**config.mk**
```make
export PLATFORM = sky130hd
export DESIGN_NAME = fifo_window_adapter
export DESIGN_NICKNAME = d
export VERILOG_FILES = /design/src/rtl/fwa_pkg.sv /design/src/rtl/fwa_decode.sv /design/src/rtl/fwa_len_counter.sv /design/src/rtl/fwa_read_path.sv /design/src/rtl/fwa_write_path.sv /design/src/rtl/fifo_window_adapter.sv
export SDC_FILE = /design/constraint.sdc
export NUM_CORES = 1
export LEC_CHECK = 0
export CAP_MARGIN = 20
export CORE_UTILIZATION = 37
export DETAILED_ROUTE_END_ITERATION = 10
export PLACE_DENSITY_LB_ADDON = 0.12
export SYNTH_ARGS = -nofsm -noshare
export SYNTH_HDL_FRONTEND = slang
export SYNTH_HIERARCHICAL = 1
export SYNTH_SLANG_ARGS = --single-unit
export TNS_END_PERCENT = 5
```
**constraint.sdc**
```tcl
create_clock -name clk -period 3.2 [get_ports clk]
set_input_delay 0.32 -clock clk [delete_from_list [all_inputs] [get_ports clk]]
set_output_delay 0.32 -clock clk [all_outputs]
set_load 0.02 [all_outputs]
```
**src/rtl/fwa_pkg.sv**
```systemverilog
package fwa_pkg;

  typedef enum logic [2:0] {
    ERR_NONE   = 3'd0,
    ERR_FUNC   = 3'd1,
    ERR_OPCODE = 3'd2,
    ERR_RANGE  = 3'd3,
    ERR_ZBLK   = 3'd4
  } err_e;

endpackage

```
**src/rtl/fwa_decode.sv**
```systemverilog
module fwa_decode #(
  parameter int ADDR_W    = 17,
  parameter int CNT_W     = 9,
  parameter int BLK_BYTES = 64,
  parameter int LEN_W     = 16,
  parameter int FUNC_ID   = 1,
  parameter logic [ADDR_W-1:0] WIN_LO = 'h00090,
  parameter logic [ADDR_W-1:0] WIN_HI = 'h1F7FF
) (
  input  logic              cmd_single,
  input  logic [2:0]        cmd_func,
  input  logic              cmd_block,
  input  logic              cmd_incr,
  input  logic [ADDR_W-1:0] cmd_addr,
  input  logic [CNT_W-1:0]  cmd_count,
  output logic              ok,
  output fwa_pkg::err_e     err_code,
  output logic [LEN_W-1:0]  total_len
);

  function automatic logic in_window(input logic [ADDR_W-1:0] a);
    return (a >= WIN_LO) && (a <= WIN_HI);
  endfunction

  function automatic logic [LEN_W-1:0] byte_total(input logic single,
                                                  input logic blk,
                                                  input logic [CNT_W-1:0] cnt);
    logic [LEN_W-1:0] r;
    if (single)            r = LEN_W'(1);
    else if (blk)          r = LEN_W'(cnt) * LEN_W'(BLK_BYTES);
    else if (cnt == '0)    r = LEN_W'(1) << CNT_W;
    else                   r = LEN_W'(cnt);
    return r;
  endfunction

  always_comb begin
    err_code = fwa_pkg::ERR_NONE;
    if (cmd_func != 3'(FUNC_ID))                      err_code = fwa_pkg::ERR_FUNC;
    else if (!cmd_single && !cmd_incr)                err_code = fwa_pkg::ERR_OPCODE;
    else if (!in_window(cmd_addr))                    err_code = fwa_pkg::ERR_RANGE;
    else if (!cmd_single && cmd_block && cmd_count == '0) err_code = fwa_pkg::ERR_ZBLK;
  end

  assign ok        = (err_code == fwa_pkg::ERR_NONE);
  assign total_len = byte_total(cmd_single, cmd_block, cmd_count);

endmodule

```
**src/rtl/fwa_len_counter.sv**
```systemverilog
module fwa_len_counter #(
  parameter int LEN_W = 16
) (
  input  logic             clk,
  input  logic             rst_n,
  input  logic             load,
  input  logic [LEN_W-1:0] len_in,
  input  logic             beat,
  output logic [LEN_W-1:0] remaining,
  output logic             active,
  output logic             last
);

  always_ff @(posedge clk) begin
    if (!rst_n)        remaining <= '0;
    else if (load)     remaining <= len_in;
    else if (beat)     remaining <= remaining - LEN_W'(1);
  end

  assign active = (remaining != '0);
  assign last   = (remaining == LEN_W'(1));

endmodule

```
**src/rtl/fwa_read_path.sv**
```systemverilog
module fwa_read_path #(
  parameter int DATA_W = 8
) (
  input  logic              clk,
  input  logic              rst_n,
  input  logic              en,
  input  logic              last,
  input  logic              h_rready,
  input  logic              tx_valid,
  input  logic [DATA_W-1:0] tx_data,
  output logic              h_rvalid,
  output logic [DATA_W-1:0] h_rdata,
  output logic              tx_pop,
  output logic              beat,
  output logic              padding
);

  logic pad_now;

  assign pad_now  = padding || !tx_valid;
  assign beat     = en && h_rready;
  assign h_rvalid = en;
  assign h_rdata  = (en && !pad_now) ? tx_data : '0;
  assign tx_pop   = beat && !pad_now;

  always_ff @(posedge clk) begin
    if (!rst_n || !en)          padding <= 1'b0;
    else if (beat && last)      padding <= 1'b0;
    else if (beat && pad_now)   padding <= 1'b1;
  end

endmodule

```
**src/rtl/fwa_write_path.sv**
```systemverilog
module fwa_write_path #(
  parameter int DATA_W = 8
) (
  input  logic              en,
  input  logic              h_wvalid,
  input  logic [DATA_W-1:0] h_wdata,
  input  logic              rx_ready,
  output logic              h_wready,
  output logic              rx_push,
  output logic [DATA_W-1:0] rx_data,
  output logic              beat,
  output logic              drop
);

  assign h_wready = en;
  assign beat     = en && h_wvalid;
  assign rx_push  = beat && rx_ready;
  assign drop     = beat && !rx_ready;
  assign rx_data  = h_wdata;

endmodule

```
**src/rtl/fifo_window_adapter.sv**
```systemverilog
module fifo_window_adapter #(
  parameter int ADDR_W    = 17,
  parameter int CNT_W     = 9,
  parameter int DATA_W    = 8,
  parameter int BLK_BYTES = 64,
  parameter int FUNC_ID   = 1,
  parameter logic [ADDR_W-1:0] WIN_LO = 'h00090,
  parameter logic [ADDR_W-1:0] WIN_HI = 'h1F7FF,
  localparam int LEN_W = CNT_W + $clog2(BLK_BYTES) + 1
) (
  input  logic              clk,
  input  logic              rst_n,
  input  logic              cmd_valid,
  output logic              cmd_ready,
  input  logic              cmd_single,
  input  logic              cmd_write,
  input  logic [2:0]        cmd_func,
  input  logic              cmd_block,
  input  logic              cmd_incr,
  input  logic [ADDR_W-1:0] cmd_addr,
  input  logic [CNT_W-1:0]  cmd_count,
  output logic              cmd_err,
  output logic [2:0]        cmd_err_code,
  output logic              xfer_done,
  input  logic              h_wvalid,
  input  logic [DATA_W-1:0] h_wdata,
  output logic              h_wready,
  input  logic              h_rready,
  output logic              h_rvalid,
  output logic [DATA_W-1:0] h_rdata,
  input  logic              tx_valid,
  input  logic [DATA_W-1:0] tx_data,
  output logic              tx_pop,
  input  logic              rx_ready,
  output logic              rx_push,
  output logic [DATA_W-1:0] rx_data
);

  // named internal events, also observed by the bound checker
  logic              dec_ok;
  fwa_pkg::err_e     dec_err;
  logic [LEN_W-1:0]  dec_len;
  logic              accept;
  logic              reject;
  logic              active;
  logic              last;
  logic [LEN_W-1:0]  remaining;
  logic              dir_wr;
  logic              rd_beat;
  logic              wr_beat;
  logic              beat;
  logic              padding;
  logic              drop;
  logic              err_q;
  fwa_pkg::err_e     err_code_q;
  logic              done_q;

  fwa_decode #(
    .ADDR_W(ADDR_W), .CNT_W(CNT_W), .BLK_BYTES(BLK_BYTES), .LEN_W(LEN_W),
    .FUNC_ID(FUNC_ID), .WIN_LO(WIN_LO), .WIN_HI(WIN_HI)
  ) u_decode (
    .cmd_single (cmd_single),
    .cmd_func   (cmd_func),
    .cmd_block  (cmd_block),
    .cmd_incr   (cmd_incr),
    .cmd_addr   (cmd_addr),
    .cmd_count  (cmd_count),
    .ok         (dec_ok),
    .err_code   (dec_err),
    .total_len  (dec_len)
  );

  assign cmd_ready = !active;
  assign accept    = cmd_valid && cmd_ready && dec_ok;
  assign reject    = cmd_valid && cmd_ready && !dec_ok;
  assign beat      = rd_beat || wr_beat;

  fwa_len_counter #(.LEN_W(LEN_W)) u_count (
    .clk       (clk),
    .rst_n     (rst_n),
    .load      (accept),
    .len_in    (dec_len),
    .beat      (beat),
    .remaining (remaining),
    .active    (active),
    .last      (last)
  );

  always_ff @(posedge clk) begin
    if (!rst_n)      dir_wr <= 1'b0;
    else if (accept) dir_wr <= cmd_write;
  end

  fwa_read_path #(.DATA_W(DATA_W)) u_rd (
    .clk      (clk),
    .rst_n    (rst_n),
    .en       (active && !dir_wr),
    .last     (last),
    .h_rready (h_rready),
    .tx_valid (tx_valid),
    .tx_data  (tx_data),
    .h_rvalid (h_rvalid),
    .h_rdata  (h_rdata),
    .tx_pop   (tx_pop),
    .beat     (rd_beat),
    .padding  (padding)
  );

  fwa_write_path #(.DATA_W(DATA_W)) u_wr (
    .en       (active && dir_wr),
    .h_wvalid (h_wvalid),
    .h_wdata  (h_wdata),
    .rx_ready (rx_ready),
    .h_wready (h_wready),
    .rx_push  (rx_push),
    .rx_data  (rx_data),
    .beat     (wr_beat),
    .drop     (drop)
  );

  always_ff @(posedge clk) begin
    if (!rst_n) begin
      err_q      <= 1'b0;
      err_code_q <= fwa_pkg::ERR_NONE;
      done_q     <= 1'b0;
    end else begin
      err_q  <= reject;
      done_q <= beat && last;
      if (reject) err_code_q <= dec_err;
    end
  end

  assign cmd_err      = err_q;
  assign cmd_err_code = err_code_q;
  assign xfer_done    = done_q;

endmodule

```
==> results of run 1 <==
-- repair_timing --
action | 4_1_cts | 5_1_grt
cloned | 0 | 1
pin swaps | 1 | 10
buffers inserted | 0 | 3
endpoints found under the hold margin | 0 | 0
resized for setup | 20 | 12
endpoints found under the setup margin | 11 | 21
-- routing by layer --
metal  global-route usage (%)  share of wire, %  vias up
li1                         -                 -      849
met1                     22.4                47      725
met2                     30.3                48       48
met3                     2.18               4.6        2
met4                     4.76              0.71        0
met5                        0                 0        -
-- where the power goes --
part           switching, uW  internal (uW)  total [uW]
Clock                   97.0           86.9         184
Sequential              84.2            384         469
Combinational            591            690        1280
Total                    773           1160        1930
-- layout make-up --
| class | instances | area, sq um | area share [%] |
|---|---|---|---|
| clock buffers | 3 | 41.3 | 1.68 |
| multi-input cells | 160 | 1110 | 45.4 |
| inverters | 7 | 28.8 | 1.17 |
| clock inverters | 1 | 5.00 | 0.204 |
| repair buffers | 78 | 736 | 30.0 |
| flip-flops and latches | 23 | 463 | 18.9 |
| well taps | 52 | 65.1 | 2.65 |
-- state kept, by name, indices dropped and copies added (netlist names) --
register,flops
u_count/remaining,16
dir_wr,1
cmd_err_code,3
cmd_err,1
u_rd/padding,1
xfer_done,1
-- tightest hold or removal path: cells and delay by family, from the launching register on --
kind	cells	cell delay (ns)
flip-flops	1	0.32
multiplexers	1	0.05
AND/OR/NAND/NOR	1	0.05
-- stage by stage --
stage	setup WS (ns)	TNS (ns)	hold WS, ns	cell area (sq um)
after floorplan	0.0141	0	0.449	1730
after global placement	0.0206	0	0.447	2340
after detailed placement	-0.0201	-0.117	0.453	2340
after CTS	-0.0129	-0.0129	0.467	2390
after global routing	-0.0443	-0.173	0.504	2450
final	0.0825	0	0.464	2450
-- cells in the final DEF, fill, tap and decap left out, types with 8 or more instances in the layout --
cell / instances
nand2_1: 12
and2_1: 10
clkdlybuf4s50_1: 51
clkdlybuf4s15_1: 8
buf_4: 16
nor2_1: 13
o21ai_0: 14
xnor2_1: 12
dfxtp_1: 21
and2_4: 11
nor4_1: 8
a21oi_1: 15
-- final timing paths --
check | start | end | slack (ns) | cells after the start
setup / recovery | u_count/remaining[2] | u_count/remaining[7] | 0.08 | 13
hold / removal | cmd_err_code[1] | cmd_err_code[1] | 0.46 | 2
setup reg to reg | u_count/remaining[2] | u_count/remaining[7] | 0.08 | 13
hold reg to reg | cmd_err_code[1] | cmd_err_code[1] | 0.46 | 2
==> key figures, run 1 <==
Clock network
  – Clock Path Buffers: 2
  – Hold buffer count at cts: 0
  – Clock sink count: 23
  – H-tree depth: 1
  – Clock latency on the worst-skew pair: 0.26 ns
  – Clock buffer count from CTS: 3
  – CTS root buffer: clkbuf_8
  – Clock Pin Slew Worst Setup and Hold Paths: 0.09 ns
  – TritonCTS clock tree: yes

Final layout
  – Layout Area Growth over Synthesis: 46.1%
  – Nets@finish: 331
  – Layout Utilization: 56.3%
  – Share of layout cells above drive strength 1: 20.2%
  – Fillers: 405
  – Final Non-Filler Cells: 324
  – # diodes: 0

Yosys
  – Synthesis Warnings: 6
  – Syn avg cell area: 7.91 sq um
  – Cell Area, Synth: 1680 sq um
  – Syn_nets: 270
  – Syn Inst Count: 212

Timing
  – RSZ-0062 raised after global routing: true
  – Count of final hold-check violations: 0
  – Slew margin rel.: 42.0%
  – Final setup vio count: 0
  – Max Freq: 0.321 GHz
  – Fin crit period: 3.12 ns
  – Max Slew Vio Count: 0
  – Worst-margin pin slew: 0.867 ns
  – Tcrit/Tclk final: 97.4%
  – Clock Skew: 0.00726 ns

Critical path
  – Worst-path cell chain: or4_4, or4b_4, nor3_4, nand2_2, inv_4, nor2_2, buf_6, and2_4, or2_4, or3b_4, nor4_1, xnor2_1, a21oi_1
  – Worst Path Max Fanout: 8
  – Slowest cell on crit path: or4b_4
  – Setup CP Type: reg -> reg
  – Critical Path Source Type: flip-flop
  – Data arrival, critical path: 3.27 ns
  – Crit path buf inv count: 2
  – Crit path max-delay family: simple AND/OR/NAND/NOR gates
  – Required time worst endpoint: 3.35 ns
  – Worst Setup End Kind: flip-flop
  – CP max stage delay: 0.58 ns

Detailed routing
  – Initial DRT Pass Iterations: 4
  – Vias post-DR: 1624
  – Routed wire length: 4.07 mm
  – Routed Antenna Nets: 0
  – Routed len/inst: 12.6 microns
  – Initial DRC count: 51
  – DR vias/cell: 5.01
  – DRC: 0

GRT
  – Total gr overflow: 0
  – First-pass GRT wire length: 6.93 mm
  – Vias in the first global route: 1539
  – Gr usage total: 17.4%
  – Largest net degree at the start of global routing: 28
  – Antenna violations before repair: 0

Power and ir drop
  – Pwr Total: 1930 uW
  – Pleak: 0.000969 uW
  – VDD IR max: 326 uV
  – PD cells: 789 nW/um^2

Worst hold path
  – Hold Path Class: reg -> reg

Placed design
  – Placed insts: 316
  – HPWL after DPL: 3.08 mm
  – Port Buf Inserts: 61
  – GP Congestion: 0.808

Die
  – Die ar.: 4810 sq um
  – Starting Density: 38.5%
  – Die width: 69.3 microns
  – IO Pins: 82
  – Core area: 4350 sq um
  – Cell Rows: 24
  – Chip Height: 69.3 microns

Status
  – Status: finished, final reports clean

Job
  – Max-cap viol count: 0
No activity file was read; power rests on OpenSTA's default activity.
==> inputs of run 2 (changes only) <==
- GPL_TIMING_DRIVEN: unset -> 0
==> run 2 against run 1 <==
  * The run now ends with negative setup slack left
  * Register-to-register slack lost 0.10 ns
  * Count of clock-buffer cells in the layout unchanged
  * Wire length shrank 1.2%
  * Sequential power up 0.9%
  * Critical path depth up 1
  * Non-clock buffer count grew 14
  * Combinational power decreased by 5%
  * Critical path type unchanged
==> key figures, run 2 (synthesized netlist as in run 1, its figures left out) <==
Worst hold path
  – Hold Path Class: reg -> reg

Clock network
  – Clock sink count: 23
  – TritonCTS clock tree: yes
  – Clock Path Buffers: 2
  – Clock buffer count from CTS: 3
  – Clock latency on the worst-skew pair: 0.27 ns
  – CTS root buffer: clkbuf_8
  – H-tree depth: 1
  – Clock Pin Slew Worst Setup and Hold Paths: 0.09 ns
  – Hold buffer count at cts: 0

Power and ir drop
  – Pleak: 0.00102 uW
  – PD cells: 749 nW/um^2
  – Pwr Total: 1870 uW
  – VDD IR max: 294 uV

Critical path
  – Required time worst endpoint: 3.34 ns
  – Worst-path cell chain: buf_6, or4_4, clkbuf_8, or4b_4, nor3_4, nand2_2, and2_4, and2_1, or2_4, clkbuf_8, or3b_4, nor4_1, xnor2_1, a21oi_1
  – Crit path max-delay family: simple AND/OR/NAND/NOR gates
  – Setup CP Type: reg -> reg
  – Slowest cell on crit path: or4b_4
  – Most frequent cell on the critical path: clkbuf_8
  – Worst Path Max Fanout: 9
  – Crit path buf inv count: 3
  – Data arrival, critical path: 3.36 ns
  – Worst Setup End Kind: flip-flop
  – Critical Path Source Type: flip-flop
  – CP max stage delay: 0.50 ns

Final layout
  – Layout Utilization: 57.5%
  – # diodes: 0
  – Final Non-Filler Cells: 337
  – Nets@finish: 344
  – Most frequent cells in the layout: clkdlybuf4s50_1, dfxtp_1, buf_4, a21oi_1
  – Share of layout cells above drive strength 1: 23.9%
  – Largest Register: u_count/remaining
  – Layout Area Growth over Synthesis: 49.1%
  – Fillers: 437
  – Max reg flops: 16
  – Commonest non-fill, non-tap cell in the layout: clkdlybuf4s50_1

GRT
  – Gr usage total: 16.9%
  – Vias in the first global route: 1536
  – First-pass GRT wire length: 6.69 mm
  – Antenna violations before repair: 0
  – Largest net degree at the start of global routing: 14
  – Total gr overflow: 0

Detailed routing
  – Routed len/inst: 11.9 microns
  – Vias post-DR: 1678
  – Initial DRC count: 46
  – Routed wire length: 4.02 mm
  – Routed Antenna Nets: 0
  – DRC: 0
  – DR vias/cell: 4.98
  – Initial DRT Pass Iterations: 4

Status
  – Status: finished with violations
  – Failing checks: negative setup slack

Placed design
  – HPWL after DPL: 3.18 mm
  – Port Buf Inserts: 67
  – Placed insts: 331
  – GP Congestion: 0.805

Timing
  – Final setup vio count: 1
  – Max Slew Vio Count: 0
  – Clock Skew: 0.00957 ns
  – RSZ-0062 raised after global routing: true
  – Tcrit/Tclk final: 101%
  – Final setup margin: -0.0208 ns
  – Fin crit period: 3.22 ns
  – Count of final hold-check violations: 0
  – Final Hold Slack: 0.462 ns
  – Max Freq: 0.310 GHz

Die
  – IO Pins: 82
  – Core area: 4350 sq um
  – Cell Rows: 24
  – Chip Height: 69.3 microns
  – Die width: 69.3 microns
  – Die ar.: 4810 sq um
  – Starting Density: 38.5%

Job
  – Max-cap viol count: 0
[run 2: cell count changes in the layout (fill, tap and decap cells not counted), sizes merged]
| cell | before | now |
|---|---|---|
| buf | 17 | 29 |
| clkdlybuf4s15 | 8 | 0 |
| clkbuf | 4 | 10 |
| clkdlybuf4s50 | 51 | 55 |
| and3b | 3 | 2 |
| clkinv | 2 | 1 |
| clkinvlp | 0 | 1 |
[run 2: worst reg2reg max path, delay by kind of cell, from the launching register on]
kind            cells  cell delay, ns
simple gates        9            2.08
xor+xnor            1            0.17
buf+inv             3            0.43
flops               1            0.31
compound gates      1            0.09
[run 2: final timing paths]
path / startpoint / endpoint / slack (ns) / cells past startpoint
max: u_count/remaining[2] / u_count/remaining[7] / -0.02 / 14
min: cmd_err_code[1] / cmd_err_code[1] / 0.46 / 2
max reg2reg: u_count/remaining[2] / u_count/remaining[7] / -0.02 / 14
min reg2reg: cmd_err_code[1] / cmd_err_code[1] / 0.46 / 2
[run 2: what timing repair did]
item,4_1_cts,5_1_grt
pin swaps,5,1
resized for setup,40,10
setup buffers,4,0
hold endpoints to repair,0,0
endpoints found under the setup margin,27,19
gates cloned,0,0
[run 2: where the power goes]
part / switching, uW / total (uW) / internal (uW)
Combinational: 567 / 1220 / 650
Clock: 96.1 / 183 / 87.0
Sequential: 85.3 / 473 / 387
Total: 749 / 1870 / 1120
[run 2: final cells by class]
class	count	area [sq um]	area share [%]
flip-flops and latches	23	465	18.6
clock inverters	1	5.00	0.200
clock buffers	3	41.3	1.65
inverters	7	32.5	1.30
multi-input cells	159	1090	43.4
plain buffers	21	158	6.30
well taps	52	65.1	2.60
repair buffers	71	649	26.0
[run 2: metrics by stage]
step / setup TNS, ns / worst slack, ns / area, sq um
global placement: -3.10 / -0.210 / 2470
floorplan: 0 / 0.0141 / 1730
finish: -0.0208 / -0.0208 / 2500
CTS: -0.0250 / -0.0213 / 2530
global route: -0.908 / -0.116 / 2500
detailed placement: -3.25 / -0.217 / 2470
[run 2: metal layers]
metal / wire length (microns) / part of all wire (%) / vias up / global-route usage (%)
li1: - / - / 874 / -
met1: 1860 / 46 / 735 / 20.0
met2: 1870 / 47 / 64 / 29.3
met3: 230 / 5.7 / 5 / 3.20
met4: 63 / 1.6 / 0 / 7.94
met5: 0 / 0 / - / 0
==> inputs of run 3 (changes only) <==
- CORE_ASPECT_RATIO: unset -> 0.8
- SLEW_MARGIN: unset -> 20
==> run 3 against run 2 <==
  * The run now ends clean
  * Total power rose by 5.2%
  * Non-clock buffer count grew 2
  * Design area increased by 2.5%
  * Utilization is 2.8 points higher
  * Final cell count rose by 2.1%
  * Sequential power about the same
  * Register-to-register slack improved by 0.07 ns
  * Clock power is essentially flat
  * Sequential share of layout area is 0.44 points lower
  * Global-route usage up 2.5 points
  * Via count grew 2.0%
==> key figures, run 3 (synthesized netlist as in run 1, its figures left out) <==
Final layout
  – Share of layout cells above drive strength 1: 25.8%
  – Layout Area Growth over Synthesis: 52.8%
  – Area of the multi-input gates: 1110 sq um
  – # diodes: 0
  – Max reg flops: 16
  – Most frequent cells in the layout: clkdlybuf4s50_1, buf_4, dfxtp_1, a21oi_1, o21ai_0
  – Final Non-Filler Cells: 344
  – Fillers: 419
  – Commonest non-fill, non-tap cell in the layout: clkdlybuf4s50_1
  – Largest Register: u_count/remaining
  – Register area: 465 sq um
  – Nets@finish: 346

Worst hold path
  – Hold EP: cmd_err_code[0]
  – Min-delay src: cmd_err_code[0]
  – Hold Path Class: reg -> reg
  – Hold path cells: 2

Clock network
  – Clock latency on the worst-skew pair: 0.27 ns
  – Clock Path Buffers: 2
  – CTS root buffer: clkbuf_8
  – Hold buffer count at cts: 0
  – TritonCTS clock tree: yes
  – Clock buffer count from CTS: 3
  – Clock sink count: 23
  – H-tree depth: 1
  – Clock Pin Slew Worst Setup and Hold Paths: 0.08 ns

Placed design
  – HPWL after DPL: 3.38 mm
  – GP Congestion: 0.804
  – Placed insts: 336
  – Port Buf Inserts: 67
  – Placement Setup Slack: -0.219 ns

Critical path
  – Crit. Startpoint: u_count/remaining[5]
  – R2r startpoint: u_count/remaining[5]
  – Critical Path Source Type: flip-flop
  – CP max stage delay: 0.58 ns
  – Worst-path cell chain: or4_4, or4b_4, nor3_4, nand2_2, and2_4, and2_4, or2_4, or3b_4, nor4_1, xnor2_1, a21oi_1
  – Required time worst endpoint: 3.34 ns
  – RR Endpoint: u_count/remaining[13]
  – Setup CP Type: reg -> reg
  – Worst R2R Setup Slack: 0.05 ns
  – Worst Path Max Fanout: 8
  – Most frequent cell on the critical path: and2_4
  – Worst r2r path cells: 11
  – Data arrival, critical path: 3.29 ns
  – Slowest cell on crit path: or4_4
  – Worst Setup End Kind: flip-flop

Detailed routing
  – Routed wire length: 4.29 mm
  – Routed Antenna Nets: 0
  – Routed len/inst: 12.5 microns
  – DR vias/cell: 4.97
  – Initial DRC count: 89
  – Initial DRT Pass Iterations: 4
  – Vias post-DR: 1711
  – DRC: 0

Power and ir drop
  – Clock share of power: 9.3%
  – Pwr Total: 1970 uW
  – Switching part of the total: 40.1%
  – Cell Int Power: 1180 uW
  – Pleak: 0.00103 uW
  – PD cells: 769 nW/um^2
  – Seq pwr share: 24.2%
  – Sw power: 791 uW
  – Comb pwr share: 66.6%
  – VDD IR max: 344 uV

GRT
  – First-pass GRT wire length: 7.62 mm
  – Most used routing layer: met2
  – M2 GR Usage: 32.5%
  – Total gr overflow: 0
  – Vias in the first global route: 1688
  – Antenna violations before repair: 0
  – Largest net degree at the start of global routing: 13
  – Met1 Use GR: 25.4%
  – M3 GR Usage: 3.82%
  – Gr usage total: 19.4%

Timing
  – RSZ-0062 raised after global routing: true
  – Final setup vio count: 0
  – Tcrit/Tclk final: 98.6%
  – Fin crit period: 3.15 ns
  – Final setup margin: 0.0460 ns
  – Clock Skew: 0.00402 ns
  – Final Hold Slack: 0.467 ns
  – Setup TNS: 0 ns
  – Max Slew Vio Count: 0
  – Max Freq: 0.317 GHz
  – Count of final hold-check violations: 0

Die
  – Core area: 4260 sq um
  – IO Pins: 82
  – Cell Rows: 21
  – Die ar.: 4810 sq um
  – Die width: 77.3 microns
  – Starting Density: 39.4%
  – Chip Height: 62.2 microns

Job
  – Max-cap viol count: 0

Status
  – Status: finished, final reports clean
run 3: changes by cell type in the layout (fill, tap and decap cells not counted), sizes merged:
cell and delta:
clkinv -1, clkbuf -1, buf +4
run 3: worst max path at each step:
| stage | end | slack [ns] |
|---|---|---|
| final | u_count/remaining[13] | 0.05 |
| after CTS | u_count/remaining[9] | -0.08 |
| after global routing | u_count/remaining[11] | -0.10 |
| after detailed placement | u_count/remaining[9] | -0.22 |
| after floorplan | u_count/remaining[7] | 0.01 |
| after global placement | u_count/remaining[7] | -0.21 |
run 3: power groups by stage:
stage | Sequential (uW) | Clock [uW] | Combinational (uW)
after CTS | 470 | 190 | 1260
after global routing | 492 | 200 | 1450
after floorplan | 468 | 0 | 890
after global placement | 473 | 0 | 1200
final | 476 | 182 | 1310
after detailed placement | 476 | 0 | 1210
run 3: cell type report:
| cell class | count | area share (%) |
|---|---|---|
| flip-flops and latches | 23 | 18.2 |
| plain buffers | 19 | 5.08 |
| clock buffers | 4 | 1.76 |
| repair buffers | 75 | 27.5 |
| multi-input cells | 159 | 43.5 |
| well taps | 57 | 2.78 |
| inverters | 7 | 1.27 |
run 3: layer usage:
layer	up-vias	share of wire, %
li1	884	-
met2	77	45
met5	-	0
met4	0	1.0
met1	745	46
met3	5	8.1
run 3: critical path, delay by kind of cell, from the launching register on:
kind | cells | cell delay, ns
simple gates | 9 | 2.44
compound gates | 1 | 0.08
xor+xnor | 1 | 0.14
flops | 1 | 0.34
run 3: metrics by stage:
stage               utilization (%)  area [sq um]
finish                         60.2          2560
CTS                            59.0          2510
global route                   60.2          2560
global placement               58.1          2470
detailed placement             58.1          2470
floorplan                         -          1730
run 3: timing repair:
action,in CTS,in global routing
pin swaps,5,12
setup endpoints to repair,27,23
setup buffers,4,4
resized for setup,46,19
